**src/rtl/exc_pkg.sv**
```systemverilog
package exc_pkg;

    localparam int AW        = 32;
    localparam int BASE_LSB  = 10;
    localparam int PAIR_W    = 13;
    localparam int ID_W      = 8;
    localparam int CTX_LSB   = 4;

    typedef enum logic [1:0] {
        ST_IDLE   = 2'd0,
        ST_TAKE   = 2'd1,
        ST_RETURN = 2'd2
    } exc_state_e;

    localparam logic [4:0] EC_INT  = 5'd0;
    localparam logic [4:0] EC_MOD  = 5'd1;
    localparam logic [4:0] EC_ADES = 5'd5;
    localparam logic [4:0] EC_CPU  = 5'd11;

    localparam logic [1:0] SEL_STATUS  = 2'd0;
    localparam logic [1:0] SEL_CONTEXT = 2'd1;
    localparam logic [1:0] SEL_ENTRYHI = 2'd2;

    typedef struct packed {
        logic nmi;
        logic bev;
        logic erl;
        logic exl;
    } status_t;

    function automatic logic is_addr_fault(input logic [4:0] code);
        return (code >= EC_MOD) && (code <= EC_ADES);
    endfunction

endpackage

```
**src/rtl/exc_vector_sel.sv**
```systemverilog
module exc_vector_sel
    import exc_pkg::*;
#(
    parameter int          W          = AW,
    parameter int          LSB        = BASE_LSB,
    parameter logic [W-1:0] BOOT_BASE = 32'hBFC0_0200,
    parameter logic [W-1:0] OFF_MISS  = 32'h0000_0000,
    parameter logic [W-1:0] OFF_INTV  = 32'h0000_0200,
    parameter logic [W-1:0] OFF_GEN   = 32'h0000_0180
) (
    input  logic             bev,
    input  logic [W-LSB-1:0] base_hi,
    input  logic [4:0]       code,
    input  logic             refill,
    input  logic             exl,
    input  logic             iv,
    output logic [W-1:0]     vec
);

    logic [W-1:0] base;
    logic [W-1:0] offset;

    always_comb begin
        base = bev ? BOOT_BASE : {base_hi, {LSB{1'b0}}};
        if (refill && !exl) begin
            offset = OFF_MISS;
        end else if ((code == EC_INT) && iv) begin
            offset = OFF_INTV;
        end else begin
            offset = OFF_GEN;
        end
    end

    assign vec = base + offset;

endmodule

```
**src/rtl/exc_fault_capture.sv**
```systemverilog
module exc_fault_capture
    import exc_pkg::*;
#(
    parameter int W    = AW,
    parameter int PW   = PAIR_W,
    parameter int IDW  = ID_W,
    parameter int CLSB = CTX_LSB
) (
    input  logic         clk,
    input  logic         rst_n,
    input  logic         capture,
    input  logic [W-1:0] addr,
    input  logic         wr_ctx,
    input  logic         wr_ehi,
    input  logic [W-1:0] wr_data,
    output logic [W-1:0] badvaddr,
    output logic [W-1:0] context_q,
    output logic [W-1:0] entryhi
);

    localparam int VPN2_W = W - PW;
    localparam int CMSB   = CLSB + VPN2_W - 1;
    localparam int GAP_W  = PW - IDW;

    always_ff @(posedge clk) begin
        if (!rst_n) begin
            badvaddr  <= '0;
            context_q <= '0;
            entryhi   <= '0;
        end else if (capture) begin
            badvaddr              <= addr;
            context_q[CMSB:CLSB]  <= addr[W-1:PW];
            entryhi               <= {addr[W-1:PW], {GAP_W{1'b0}}, entryhi[IDW-1:0]};
        end else begin
            if (wr_ctx) context_q <= wr_data;
            if (wr_ehi) entryhi   <= wr_data;
        end
    end

    p_badvaddr_load_r6: assert property (@(posedge clk) disable iff (!rst_n)
        capture |=> badvaddr == $past(addr));

    p_context_keep_r6: assert property (@(posedge clk) disable iff (!rst_n)
        capture |=> (context_q[CLSB-1:0] == $past(context_q[CLSB-1:0]))
                 && (context_q[W-1:CMSB+1] == $past(context_q[W-1:CMSB+1])));

    p_entryhi_id_r6: assert property (@(posedge clk) disable iff (!rst_n)
        capture |=> entryhi[IDW-1:0] == $past(entryhi[IDW-1:0]));

endmodule

```
**src/rtl/exc_entry_unit.sv**
```systemverilog
module exc_entry_unit
    import exc_pkg::*;
#(
    parameter logic [AW-1:0] NMI_VEC = 32'hBFC0_0000
) (
    input  logic                   clk,
    input  logic                   rst_n,
    input  logic                   req_valid,
    input  logic [4:0]             req_code,
    input  logic                   req_refill,
    input  logic                   req_nmi,
    input  logic [1:0]             req_ce,
    input  logic [AW-1:0]          pc_in,
    input  logic                   in_delay_slot,
    input  logic [AW-1:0]          fault_addr,
    input  logic [AW-BASE_LSB-1:0] exc_base_hi,
    input  logic                   iv_in,
    input  logic                   eret_valid,
    input  logic                   csr_wr_en,
    input  logic [1:0]             csr_wr_sel,
    input  logic [AW-1:0]          csr_wr_data,
    output logic                   redirect_valid,
    output logic [AW-1:0]          redirect_pc,
    output logic [AW-1:0]          epc_out,
    output logic [AW-1:0]          errorepc_out,
    output logic [AW-1:0]          cause_out,
    output logic [3:0]             status_out,
    output logic [AW-1:0]          badvaddr_out,
    output logic [AW-1:0]          context_out,
    output logic [AW-1:0]          entryhi_out
);

    exc_state_e   state_q, state_d;
    status_t      sts_q;
    logic [AW-1:0] epc_q, errorepc_q, redir_q;
    logic          bd_q;
    logic [1:0]    ce_q;
    logic [4:0]    code_q;

    logic          take, resume, csr_ok;
    logic [AW-1:0] restart_pc, vec;
    logic          capture;

    assign take       = req_valid;
    assign resume     = eret_valid && !req_valid;
    assign csr_ok     = csr_wr_en && !req_valid && !eret_valid;
    assign restart_pc = in_delay_slot ? (pc_in - AW'(4)) : pc_in;
    assign capture    = take && !req_nmi && is_addr_fault(req_code);

    exc_vector_sel u_vec (
        .bev     (sts_q.bev),
        .base_hi (exc_base_hi),
        .code    (req_code),
        .refill  (req_refill),
        .exl     (sts_q.exl),
        .iv      (iv_in),
        .vec     (vec)
    );

    exc_fault_capture u_fault (
        .clk       (clk),
        .rst_n     (rst_n),
        .capture   (capture),
        .addr      (fault_addr),
        .wr_ctx    (csr_ok && (csr_wr_sel == SEL_CONTEXT)),
        .wr_ehi    (csr_ok && (csr_wr_sel == SEL_ENTRYHI)),
        .wr_data   (csr_wr_data),
        .badvaddr  (badvaddr_out),
        .context_q (context_out),
        .entryhi   (entryhi_out)
    );

    // Next-state choice
    always_comb begin
        state_d = ST_IDLE;
        unique case (state_q)
            ST_IDLE, ST_TAKE, ST_RETURN: begin
                if (take)        state_d = ST_TAKE;
                else if (resume) state_d = ST_RETURN;
                else             state_d = ST_IDLE;
            end
            default: state_d = ST_IDLE;
        endcase
    end

    // State register
    always_ff @(posedge clk) begin
        if (!rst_n) state_q <= ST_IDLE;
        else        state_q <= state_d;
    end

    // Architectural registers and redirect target
    always_ff @(posedge clk) begin
        if (!rst_n) begin
            sts_q      <= '{nmi: 1'b0, bev: 1'b1, erl: 1'b0, exl: 1'b0};
            epc_q      <= '0;
            errorepc_q <= '0;
            redir_q    <= '0;
            bd_q       <= 1'b0;
            ce_q       <= '0;
            code_q     <= '0;
        end else if (take && req_nmi) begin
            errorepc_q <= restart_pc;
            sts_q.erl  <= 1'b1;
            sts_q.bev  <= 1'b1;
            sts_q.nmi  <= 1'b1;
            redir_q    <= NMI_VEC;
        end else if (take) begin
            if (!sts_q.exl) begin
                epc_q     <= restart_pc;
                bd_q      <= in_delay_slot;
                sts_q.exl <= 1'b1;
            end
            code_q  <= req_code;
            if (req_code == EC_CPU) ce_q <= req_ce;
            redir_q <= vec;
        end else if (resume) begin
            if (sts_q.erl) begin
                sts_q.erl <= 1'b0;
                redir_q   <= errorepc_q;
            end else begin
                sts_q.exl <= 1'b0;
                redir_q   <= epc_q;
            end
        end else if (csr_ok && (csr_wr_sel == SEL_STATUS)) begin
            sts_q <= status_t'(csr_wr_data[3:0]);
        end
    end

    // Outputs
    always_comb begin
        redirect_valid = 1'b0;
        unique case (state_q)
            ST_TAKE, ST_RETURN: redirect_valid = 1'b1;
            ST_IDLE:            redirect_valid = 1'b0;
            default:            redirect_valid = 1'b0;
        endcase
        redirect_pc  = redir_q;
        epc_out      = epc_q;
        errorepc_out = errorepc_q;
        status_out   = sts_q;
        cause_out    = '0;
        cause_out[31]    = bd_q;
        cause_out[29:28] = ce_q;
        cause_out[23]    = iv_in;
        cause_out[6:2]   = code_q;
    end

    p_redirect_follows_r8: assert property (@(posedge clk) disable iff (!rst_n)
        (req_valid || eret_valid) |=> redirect_valid);

    p_pulse_ends_r8: assert property (@(posedge clk) disable iff (!rst_n)
        (!req_valid && !eret_valid) |=> !redirect_valid);

    p_level_set_r1: assert property (@(posedge clk) disable iff (!rst_n)
        (req_valid && !req_nmi) |=> status_out[0]);

    p_epc_hold_r2: assert property (@(posedge clk) disable iff (!rst_n)
        (req_valid && !req_nmi && status_out[0]) |=> ($stable(epc_out) && $stable(cause_out[31])));

    p_nmi_target_r7: assert property (@(posedge clk) disable iff (!rst_n)
        (req_valid && req_nmi) |=> (redirect_pc == NMI_VEC) && status_out[1] && $stable(epc_out));

    p_return_clears_r9: assert property (@(posedge clk) disable iff (!rst_n)
        (eret_valid && !req_valid && !status_out[1]) |=> !status_out[0]);

    p_request_wins_r10: assert property (@(posedge clk) disable iff (!rst_n)
        (req_valid && eret_valid && !req_nmi) |=> status_out[0]);

endmodule

```
**config.mk**
```make
export PLATFORM = sky130hd
export DESIGN_NAME = exc_entry_unit
export DESIGN_NICKNAME = d
export VERILOG_FILES = /design/src/rtl/exc_pkg.sv /design/src/rtl/exc_vector_sel.sv /design/src/rtl/exc_fault_capture.sv /design/src/rtl/exc_entry_unit.sv
export SDC_FILE = /design/constraint.sdc
export NUM_CORES = 1
export LEC_CHECK = 0
export ABC_AREA = 1
export BUFFER_PORTS_ARGS = -buffer_cell sky130_fd_sc_hd__buf_2
export CORE_MARGIN = 3
export CORE_UTILIZATION = 40
export CTS_CLUSTER_SIZE = 40
export DETAILED_ROUTE_END_ITERATION = 8
export GPL_TIMING_DRIVEN = 0
export PLACE_DENSITY = 0.81
export SYNTH_ARGS = -nofsm -noshare
export SYNTH_HDL_FRONTEND = slang
export SYNTH_HIERARCHICAL = 1
export SYNTH_SLANG_ARGS = --single-unit
export TNS_END_PERCENT = 20
```
**constraint.sdc**
```tcl
create_clock -name clk -period 1.81 [get_ports clk]
set_clock_uncertainty 0.05 [all_clocks]
set_input_delay 0.181 -clock clk [delete_from_list [all_inputs] [get_ports clk]]
set_output_delay 0.181 -clock clk [all_outputs]
set_load 0.02 [all_outputs]
```
==> impl_metrics.py, run 1 <==
metrics = {
    "floorplan": {
        "start_util_pct": 41.4,
        "die_h_um": 166,
        "ios": 365,
        "floorplan.die.width_um": 166,
        "die_area_mm2": 0.0276,
        "fp.coreArea_mm2": 0.0247,
        "std_cell_rows": 57,
    },
    "logic_synthesis": {
        "synth_area_mm2": 0.0102,
        "ys_types": 41,
        "synth_cells": 1535,
        "synth_edf_count": 0,
        "synth_commonest_cells": "nand2_1, dfxtp_1, nor2_1",
        "ys_seq_area_share_pct": 40.2,
        "synth_top_area_share_pct": 40.2,
        "synth_seq_cells": 206,
        "ys.warnings.count": 6,
        "synth_top_flop_cell": "dfxtp_1",
        "yosysMostFrequentCell": "nand2_1",
        "ys_top_cells_by_area": "dfxtp_1, nand2_1, nor2_1",
        "async_flop_share_pct": 0,
        "synth_top_area_cell": "dfxtp_1",
        "synth_area_per_cell_um2": 6.68,
    },
    "global_route": {
        "grt_pass1_vias": 11500,
        "grt_max_degree": 20,
        "grt_usage_pct": 28.6,
        "antenna_found_initial": 3,
        "grt_pass1_wl_um": 63400,
        "grt_overflow": 0,
    },
    "cts": {
        "clock_path_buffers": 3,
        "tritoncts": "done",
        "insertion_delay_ns": 0.52,
        "cts_made_buffers": 23,
        "path_clk_slew_ns": 0.06,
        "clock_sink_count": 206,
        "clock-root-buffer": "clkbuf_16",
        "htree_num_levels": 1,
    },
    "pwr": {
        "pwr_density_cell_mw_per_mm2": 785,
        "peakVddDrop_uv": 646,
        "p_leak_nw": 7.41,
        "finalPower_w": 0.0113,
    },
    "placed_design": {
        "finalWeightedCongestion": 0.952,
        "dp_slack_ns": -0.772,
        "dp_cells": 2228,
        "io_buffers": 341,
        "hpwl_um": 32700,
    },
    "sta": {
        "max_freq_ghz": 0.562,
        "slew_headroom_pct": 54.0,
        "setup_viol": 0,
        "rsz0062_at_grt": "yes",
        "hold_slack_ns": 0.00159,
        "drv_slew": 0,
        "worstMarginPinSlew_ns": 0.690,
        "min_period_ns": 1.78,
        "period_share_pct": 98.4,
        "hold_viol_final": 0,
        "setup_ws_ns": 0.0291,
    },
    "critical_path": {
        "cp.required_ns": 2.15,
        "cp-start-kind": "flip-flop",
        "cp.arrival_ns": 2.12,
        "critPathKind": "flip-flop to flip-flop",
        "crit_path_end_kind": "flip-flop",
        "crit_fanout": 5,
    },
    "drt": {
        "firstDrtPassIters": 7,
        "vias": 12200,
        "drtIter0Drc": 1305,
        "viasPerCell": 5.18,
        "wire_per_inst_um": 18.0,
        "ant_nets": 0,
        "routed_wirelength_um": 42400,
        "drt_drc_violations_left": 0,
    },
    "min_path": {
        "hold_class": "input port to flip-flop",
    },
    "cells_and_area": {
        "drive_gt1_share_pct": 26.7,
        "area_growth_pct": 40.2,
        "nets": 2159,
        "final_cell_count_no_fill": 2359,
    },
    "run": {
        "cap_violations": 0,
    },
    "status": {
        "status": "completed",
    },
}
==> per-layer routing <==
metal	global-route usage (%)	part of all wire (%)
met1	32.7	37
met2	47.7	46
met3	7.93	10
met4	16.9	7.0
met5	0	0.021
==> worst max-delay path, stage by stage, from the launching register on <==
cell and delay, ns:
dfxtp_4 0.38, nor2_4 0.05, nor2_4 0.12, ha_4 0.17, nand3_4 0.07, nor2_4 0.21
nand2_2 0.13, inv_4 0.10, nand3_2 0.07, nand2_1 0.07, nand2_1 0.06, nand2_1 0.07
a31oi_1 0.08
==> path summary, 6_finish.rpt <==
path | startpoint | to | slack (ns) | depth (start not counted)
hold reg to reg | u_fault/badvaddr[14] | u_fault/badvaddr[14] | 0.41 | 2
setup / recovery | status_out[0] | redirect_pc[30] | 0.03 | 12
setup reg to reg | status_out[0] | redirect_pc[30] | 0.03 | 12
hold / removal | req_nmi | redirect_pc[26] | 0.002 | 3
==> power breakdown <==
part | total (W) | switching [W] | internal, W
Combinational | 0.00180 | 0.00115 | 0.000655
Clock | 0.00460 | 0.00192 | 0.00268
Sequential | 0.00488 | 0.000152 | 0.00473
Total | 0.0113 | 0.00322 | 0.00806
==> state kept, by name (all words and copies together) (netlist names) <==
name	cells
u_fault/badvaddr	32
errorepc_out	32
code_q	5
u_fault/entryhi	32
epc_out	32
state_q	2
redirect_pc	32
bd_q	1
ce_q	2
status_out	4
u_fault/context_q	32
==> through the flow <==
stage	instance area, µm²	TNS [ns]	utilization [%]
3_3_place_gp	12500	-46.18	50.4
2_1_floorplan	10400	-0.636	-
6_report	14400	0	58.1
3_5_place_dp	12500	-50.37	50.4
5_1_grt	14400	-0.491	58.1
4_1_cts	14100	0	57.0
==> area by class of cell <==
class / count / area (µm²)
Antenna cell: 2 / 5.00
Buffer: 99 / 609
Clock buffer: 31 / 656
Clock inverter: 7 / 77.6
Fill cell: 2249 / 10400
Inverter: 185 / 712
Multi-Input combinational cell: 1071 / 5140
Sequential cell: 206 / 4130
Tap cell: 324 / 405
Timing Repair Buffer: 434 / 2630
==> logic make-up after synthesis <==
logic type,count (synthesis),share of synthesized area [%]
xor+xnor,18,1.54
buf+inv,286,12.7
simple gates,760,31.3
other cells,2,0.0733
fa+ha+maj,3,0.366
flops,206,40.2
compound gates,260,13.8
==> cell usage in the layout (no fill, tap or decap), types with 3 or more instances in the layout <==
cell type      instances
clkbuf_2               4
o22ai_1                9
buf_1                  3
o21a_1                 8
buf_4                 54
nand3_1              130
xor2_2                 3
nand2_2               12
xnor2_1                4
inv_1                170
dlygate4sd3_1         78
inv_2                  8
nor2_2                16
o21ai_1               12
nor2_4                18
nor2_1               177
clkbuf_8               5
buf_2                362
o21bai_1               7
clkbuf_16             24
clkbuf_1              25
xor2_1                10
nand3_4                5
nand4_1               10
clkinv_2               4
dfxtp_1              204
clkinv_1               4
conb_1                30
o21ai_0              108
o211ai_1               7
nand2_1              379
nand3_2                4
a21oi_1               78
a31oi_1               28
buf_6                  5
==> repair_timing <==
action	in CTS	in global routing
hold endpoints to repair	116	1
endpoints found under the setup margin	56	52
gates cloned	0	1
hold buffers	77	1
setup buffers	9	5
resized for setup	27	50
pin swaps	15	18
Note: power is estimated with default switching activity, not from simulation.
==> run 2: changes to the inputs <==
--- a/config.mk
+++ b/config.mk
@@ -7,11 +7,13 @@
 export LEC_CHECK = 0
 export ABC_AREA = 1
 export BUFFER_PORTS_ARGS = -buffer_cell sky130_fd_sc_hd__buf_2
+export CAP_MARGIN = 10
 export CORE_MARGIN = 3
 export CORE_UTILIZATION = 40
 export CTS_CLUSTER_SIZE = 40
 export DETAILED_ROUTE_END_ITERATION = 8
 export GPL_TIMING_DRIVEN = 0
+export HOLD_SLACK_MARGIN = 0.06
 export PLACE_DENSITY = 0.81
 export SYNTH_ARGS = -nofsm -noshare
 export SYNTH_HDL_FRONTEND = slang
==> impl_metrics.py, run 2 (synthesized netlist as in run 1, its figures left out) <==
metrics = {
    "global_route": {
        "antenna_found_initial": 2,
        "grt_max_degree": 20,
        "grt_overflow": 0,
        "grt_pass1_wl_um": 65000,
        "grt_usage_pct": 29.2,
        "grt_pass1_vias": 11800,
    },
    "pwr": {
        "p_leak_nw": 7.54,
        "p_sw_w": 0.00324,
        "pwr_density_cell_mw_per_mm2": 772,
        "finalPower_w": 0.0113,
        "combPwrFrac_pct": 16.5,
        "p_sw_share_pct": 28.5,
        "power.internal_w": 0.00811,
        "peakVddDrop_uv": 646,
        "sequentialPowerShare_pct": 43.0,
        "p_clk_share_pct": 40.5,
    },
    "critical_path": {
        "crit_fanout": 5,
        "cp.arrival_ns": 2.16,
        "crit_path_end_kind": "flip-flop",
        "critPathKind": "flip-flop to flip-flop",
        "cp.required_ns": 2.15,
        "cp-start-kind": "flip-flop",
    },
    "cells_and_area": {
        "nets": 2191,
        "fillers": 2209,
        "layout_commonest_cell": "nand2_1",
        "area_growth_pct": 43.5,
        "layout_common_cells": "nand2_1, buf_2, dfxtp_1, nor2_1, inv_1",
        "drive_gt1_share_pct": 26.4,
    },
    "drt": {
        "ant_nets": 0,
        "drt_drc_violations_left": 0,
        "firstDrtPassIters": 5,
        "vias": 12300,
        "viasPerCell": 5.16,
        "wire_per_inst_um": 18.1,
        "drtIter0Drc": 1492,
        "routed_wirelength_um": 43400,
    },
    "sta": {
        "period_share_pct": 101,
        "slew_headroom_pct": 53.5,
        "max_freq_ghz": 0.549,
        "setup_viol": 2,
        "setup_ws_ns": -0.0125,
        "hold_viol_final": 0,
        "worstMarginPinSlew_ns": 0.697,
        "drv_slew": 0,
        "min_period_ns": 1.82,
        "rsz0062_at_grt": "yes",
    },
    "cts": {
        "path_clk_slew_ns": 0.06,
        "clock_sink_count": 206,
        "cts_made_buffers": 23,
        "clock-root-buffer": "clkbuf_16",
        "htree_num_levels": 1,
        "tritoncts": "done",
        "clock_path_buffers": 3,
        "insertion_delay_ns": 0.52,
    },
    "placed_design": {
        "hpwl_um": 32700,
        "io_buffers": 341,
        "dp_slack_ns": -0.772,
        "finalWeightedCongestion": 0.952,
    },
    "floorplan": {
        "fp.coreArea_mm2": 0.0247,
        "die_area_mm2": 0.0276,
        "floorplan.die.width_um": 166,
        "die_h_um": 166,
        "ios": 365,
        "start_util_pct": 41.4,
        "std_cell_rows": 57,
    },
    "status": {
        "violations": "setup timing",
        "status": "finished, violations left",
    },
    "min_path": {
        "hold_class": "input port to flip-flop",
    },
    "run": {
        "cap_violations": 0,
    },
}
[run 2: cell types whose count changed in the layout (fill, tap and decap cells not counted), sizes merged]
cell and delta:
clkinv -2, buf +1, inv +2, dlygate4sd3 +31
[run 2: cell type report]
class,instances,area [µm²],share of cell area [%]
Sequential cell,206,4130,28.1
Tap cell,324,405,2.76
Clock inverter,7,77.6,0.528
Inverter,185,707,4.81
Multi-Input combinational cell,1071,5170,35.1
Antenna cell,2,5.00,0.0340
Buffer,99,608,4.14
Timing Repair Buffer,466,2950,20.0
Clock buffer,31,656,4.46
[run 2: metrics by stage]
step                setup TNS (ns)  hold slack [ns]  std cells  cell area (µm²)  utilization, %
finish                     -0.0230           0.0469       2391            14700            59.4
global placement            -46.18            0.356       2228            12500            50.4
detailed placement          -50.37            0.362       2228            12500            50.4
floorplan                   -0.636            0.244       1563            10400               -
global route                -0.717           0.0819       2391            14700            59.4
CTS                              0           0.0601       2382            14400            58.3
[run 2: metal layers]
| metal | routed length (µm) | part of all wire (%) | GRT usage, % | vias up |
|---|---|---|---|---|
| li1 | - | - | - | 5866 |
| met1 | 15800 | 36 | 33.2 | 5624 |
| met2 | 20400 | 47 | 49.6 | 693 |
| met3 | 4340 | 10 | 7.88 | 153 |
| met4 | 2800 | 6.4 | 16.9 | 0 |
| met5 | 0 | 0 | 0 | - |
[run 2: worst max-delay path, stage by stage, from the launching register on]
cell,delay (ns)
dfxtp_4,0.38
nor2_4,0.05
nor2_4,0.13
ha_4,0.18
nand3_4,0.08
nor2_4,0.22
nand2_2,0.14
inv_4,0.11
nand3_2,0.07
nand2_1,0.07
nand2_1,0.06
nand2_1,0.07
a31oi_1,0.08
[run 2: what timing repair did]
item | 4_1_cts | 5_1_grt
hold endpoints to repair | 159 | 3
gates cloned | 0 | 1
pin swaps | 15 | 23
gates resized for setup | 27 | 52
setup endpoints to repair | 56 | 63
setup buffers | 9 | 6
hold buffers | 108 | 1
[run 2: power by group through the flow]
stage          Combinational (W)  Clock [W]  Sequential [W]
4_1_cts                  0.00181    0.00464         0.00487
5_1_grt                  0.00201    0.00483         0.00489
3_3_place_gp             0.00159          0         0.00497
2_1_floorplan           0.000707          0         0.00515
3_5_place_dp             0.00161          0         0.00497
6_report                 0.00187    0.00460         0.00488
[run 2: worst paths after layout]
path,from,end,slack (ns),depth (start not counted)
worst max register to register,status_out[0],redirect_pc[30],-0.01,12
worst min-delay path,fault_addr[13],u_fault/badvaddr[13],0.05,3
worst min register to register,u_fault/badvaddr[14],u_fault/badvaddr[14],0.41,2
worst max-delay path,status_out[0],redirect_pc[30],-0.01,12
==> run 3: changes to the inputs <==
--- a/config.mk
+++ b/config.mk
@@ -14,7 +14,9 @@
 export DETAILED_ROUTE_END_ITERATION = 8
 export GPL_TIMING_DRIVEN = 0
 export HOLD_SLACK_MARGIN = 0.06
+export MAX_ROUTING_LAYER = met4
 export PLACE_DENSITY = 0.81
+export SLEW_MARGIN = 40
 export SYNTH_ARGS = -nofsm -noshare
 export SYNTH_HDL_FRONTEND = slang
 export SYNTH_HIERARCHICAL = 1
==> impl_metrics.py, run 3 (synthesized netlist as in run 1, its figures left out) <==
metrics = {
    "status": {
        "status": "finished, violations left",
        "violations": "setup timing",
    },
    "global_route": {
        "grt_max_degree": 20,
        "antenna_found_initial": 1,
        "grt_pass1_wl_um": 65300,
        "grt_usage_pct": 30.3,
        "grt_overflow": 0,
        "grt_pass1_vias": 11600,
    },
    "pwr": {
        "p_sw_share_pct": 27.7,
        "peakVddDrop_uv": 689,
        "combPwrFrac_pct": 15.8,
        "p_clk_share_pct": 42.9,
        "power.internal_w": 0.00855,
        "sequentialPowerShare_pct": 41.3,
        "p_leak_nw": 7.52,
        "p_sw_w": 0.00327,
        "pwr_density_cell_mw_per_mm2": 805,
    },
    "sta": {
        "min_period_ns": 1.85,
        "max_freq_ghz": 0.541,
        "slew_headroom_pct": 53.5,
        "rsz0062_at_grt": "yes",
        "hold_viol_final": 0,
        "setup-tns-final_ns": -0.0400,
        "setup_viol": 1,
        "worstMarginPinSlew_ns": 0.697,
        "setup_ws_ns": -0.0400,
        "period_share_pct": 102,
        "drv_slew": 0,
    },
    "min_path": {
        "hold_class": "input port to flip-flop",
    },
    "run": {
        "cap_violations": 0,
    },
    "critical_path": {
        "crit_fanout": 5,
        "crit_path_end_kind": "flip-flop",
        "cp-start-kind": "flip-flop",
        "cp.required_ns": 2.16,
        "cp.arrival_ns": 2.20,
        "critPathKind": "flip-flop to flip-flop",
    },
    "drt": {
        "viasPerCell": 5.13,
        "drtIter0Drc": 1373,
        "routed_wirelength_um": 43400,
        "vias": 12200,
        "drt_drc_violations_left": 0,
        "firstDrtPassIters": 9,
        "wire_per_inst_um": 18.2,
        "ant_nets": 0,
    },
    "placed_design": {
        "hpwl_um": 32900,
        "placed_area_mm2": 0.0125,
        "finalWeightedCongestion": 0.964,
        "io_buffers": 341,
    },
    "cells_and_area": {
        "drive_gt1_share_pct": 26.2,
        "multi_input_area_mm2": 0.00511,
        "fin_area_mm2": 0.0147,
        "layout_common_cells": "nand2_1, buf_2, dfxtp_1, nor2_1, inv_1",
        "layout_commonest_cell": "nand2_1",
        "fillers": 2180,
        "final_util_pct": 59.3,
        "area_growth_pct": 43.2,
        "regArea_mm2": 0.00413,
        "nets": 2184,
    },
    "floorplan": {
        "std_cell_rows": 57,
        "ios": 365,
        "fp.coreArea_mm2": 0.0247,
        "floorplan.die.width_um": 166,
        "start_util_pct": 41.4,
        "die_area_mm2": 0.0276,
        "die_h_um": 166,
    },
    "cts": {
        "clock_sink_count": 206,
        "cts_made_buffers": 23,
        "path_clk_slew_ns": 0.06,
        "tritoncts": "done",
        "insertion_delay_ns": 0.53,
        "clock_path_buffers": 3,
        "htree_num_levels": 1,
        "clock-root-buffer": "clkbuf_16",
    },
}
-- run 3: path summary, 6_finish.rpt --
kind / cells past startpoint / slack, ns / from / to
worst max-delay path: 12 / -0.04 / status_out[0] / redirect_pc[31]
worst min-delay path: 3 / 0.06 / fault_addr[15] / u_fault/badvaddr[15]
worst max register to register: 12 / -0.04 / status_out[0] / redirect_pc[31]
worst min register to register: 2 / 0.41 / u_fault/badvaddr[14] / u_fault/badvaddr[14]
-- run 3: stage by stage --
step,std cells,total power (W),hold WS (ns),worst slack [ns]
2_1_floorplan,1563,0.00586,0.244,-0.0637
3_3_place_gp,2228,0.00656,0.356,-0.694
3_5_place_dp,2228,0.00658,0.363,-0.752
4_1_cts,2379,0.0118,0.0654,-0.0223
5_1_grt,2386,0.0122,0.0696,-0.121
6_report,2386,0.0118,0.0597,-0.0400
-- run 3: worst max-delay path: stages, from the launching register on --
cell	delay, ns
dfxtp_4	0.38
nor2_4	0.05
nor2_4	0.12
ha_4	0.18
nand3_4	0.07
nor2_4	0.20
nand2_2	0.12
inv_2	0.11
nand3_1	0.08
nand2_1	0.06
nand2_1	0.08
o21ai_2	0.13
a21oi_1	0.09
-- run 3: layout make-up --
| cell class | instances | share of cell area, % |
|---|---|---|
| diodes | 1 | 0.0171 |
| multi-input cells | 1071 | 34.8 |
| flip-flops and latches | 206 | 28.2 |
| clock inverters | 10 | 1.14 |
| plain buffers | 100 | 4.14 |
| repair buffers | 458 | 19.7 |
| inverters | 185 | 4.82 |
| clock buffers | 31 | 4.47 |
| well taps | 324 | 2.76 |
-- run 3: routing by layer --
metal	vias up	track usage, %	routed length, µm
met4	0	10.4	1910
met1	5579	35.5	16500
li1	5840	-	-
met2	705	52.2	21100
met5	-	-	0
met3	123	5.57	3920
-- run 3: what timing repair did --
item | in CTS | in global routing
setup endpoints to repair | 54 | 97
setup buffers | 4 | 5
gates resized for setup | 28 | 42
hold buffers | 107 | 0
pin swaps | 11 | 15
gates cloned | 0 | 1
hold endpoints to repair | 159 | 0
-- run 3: power by group through the flow --
stage	logic (W)	clock network, W	registers, W
2_1_floorplan	0.000707	0	0.00515
3_3_place_gp	0.00159	0	0.00497
3_5_place_dp	0.00161	0	0.00497
4_1_cts	0.00181	0.00510	0.00487
5_1_grt	0.00201	0.00531	0.00489
6_report	0.00187	0.00507	0.00488
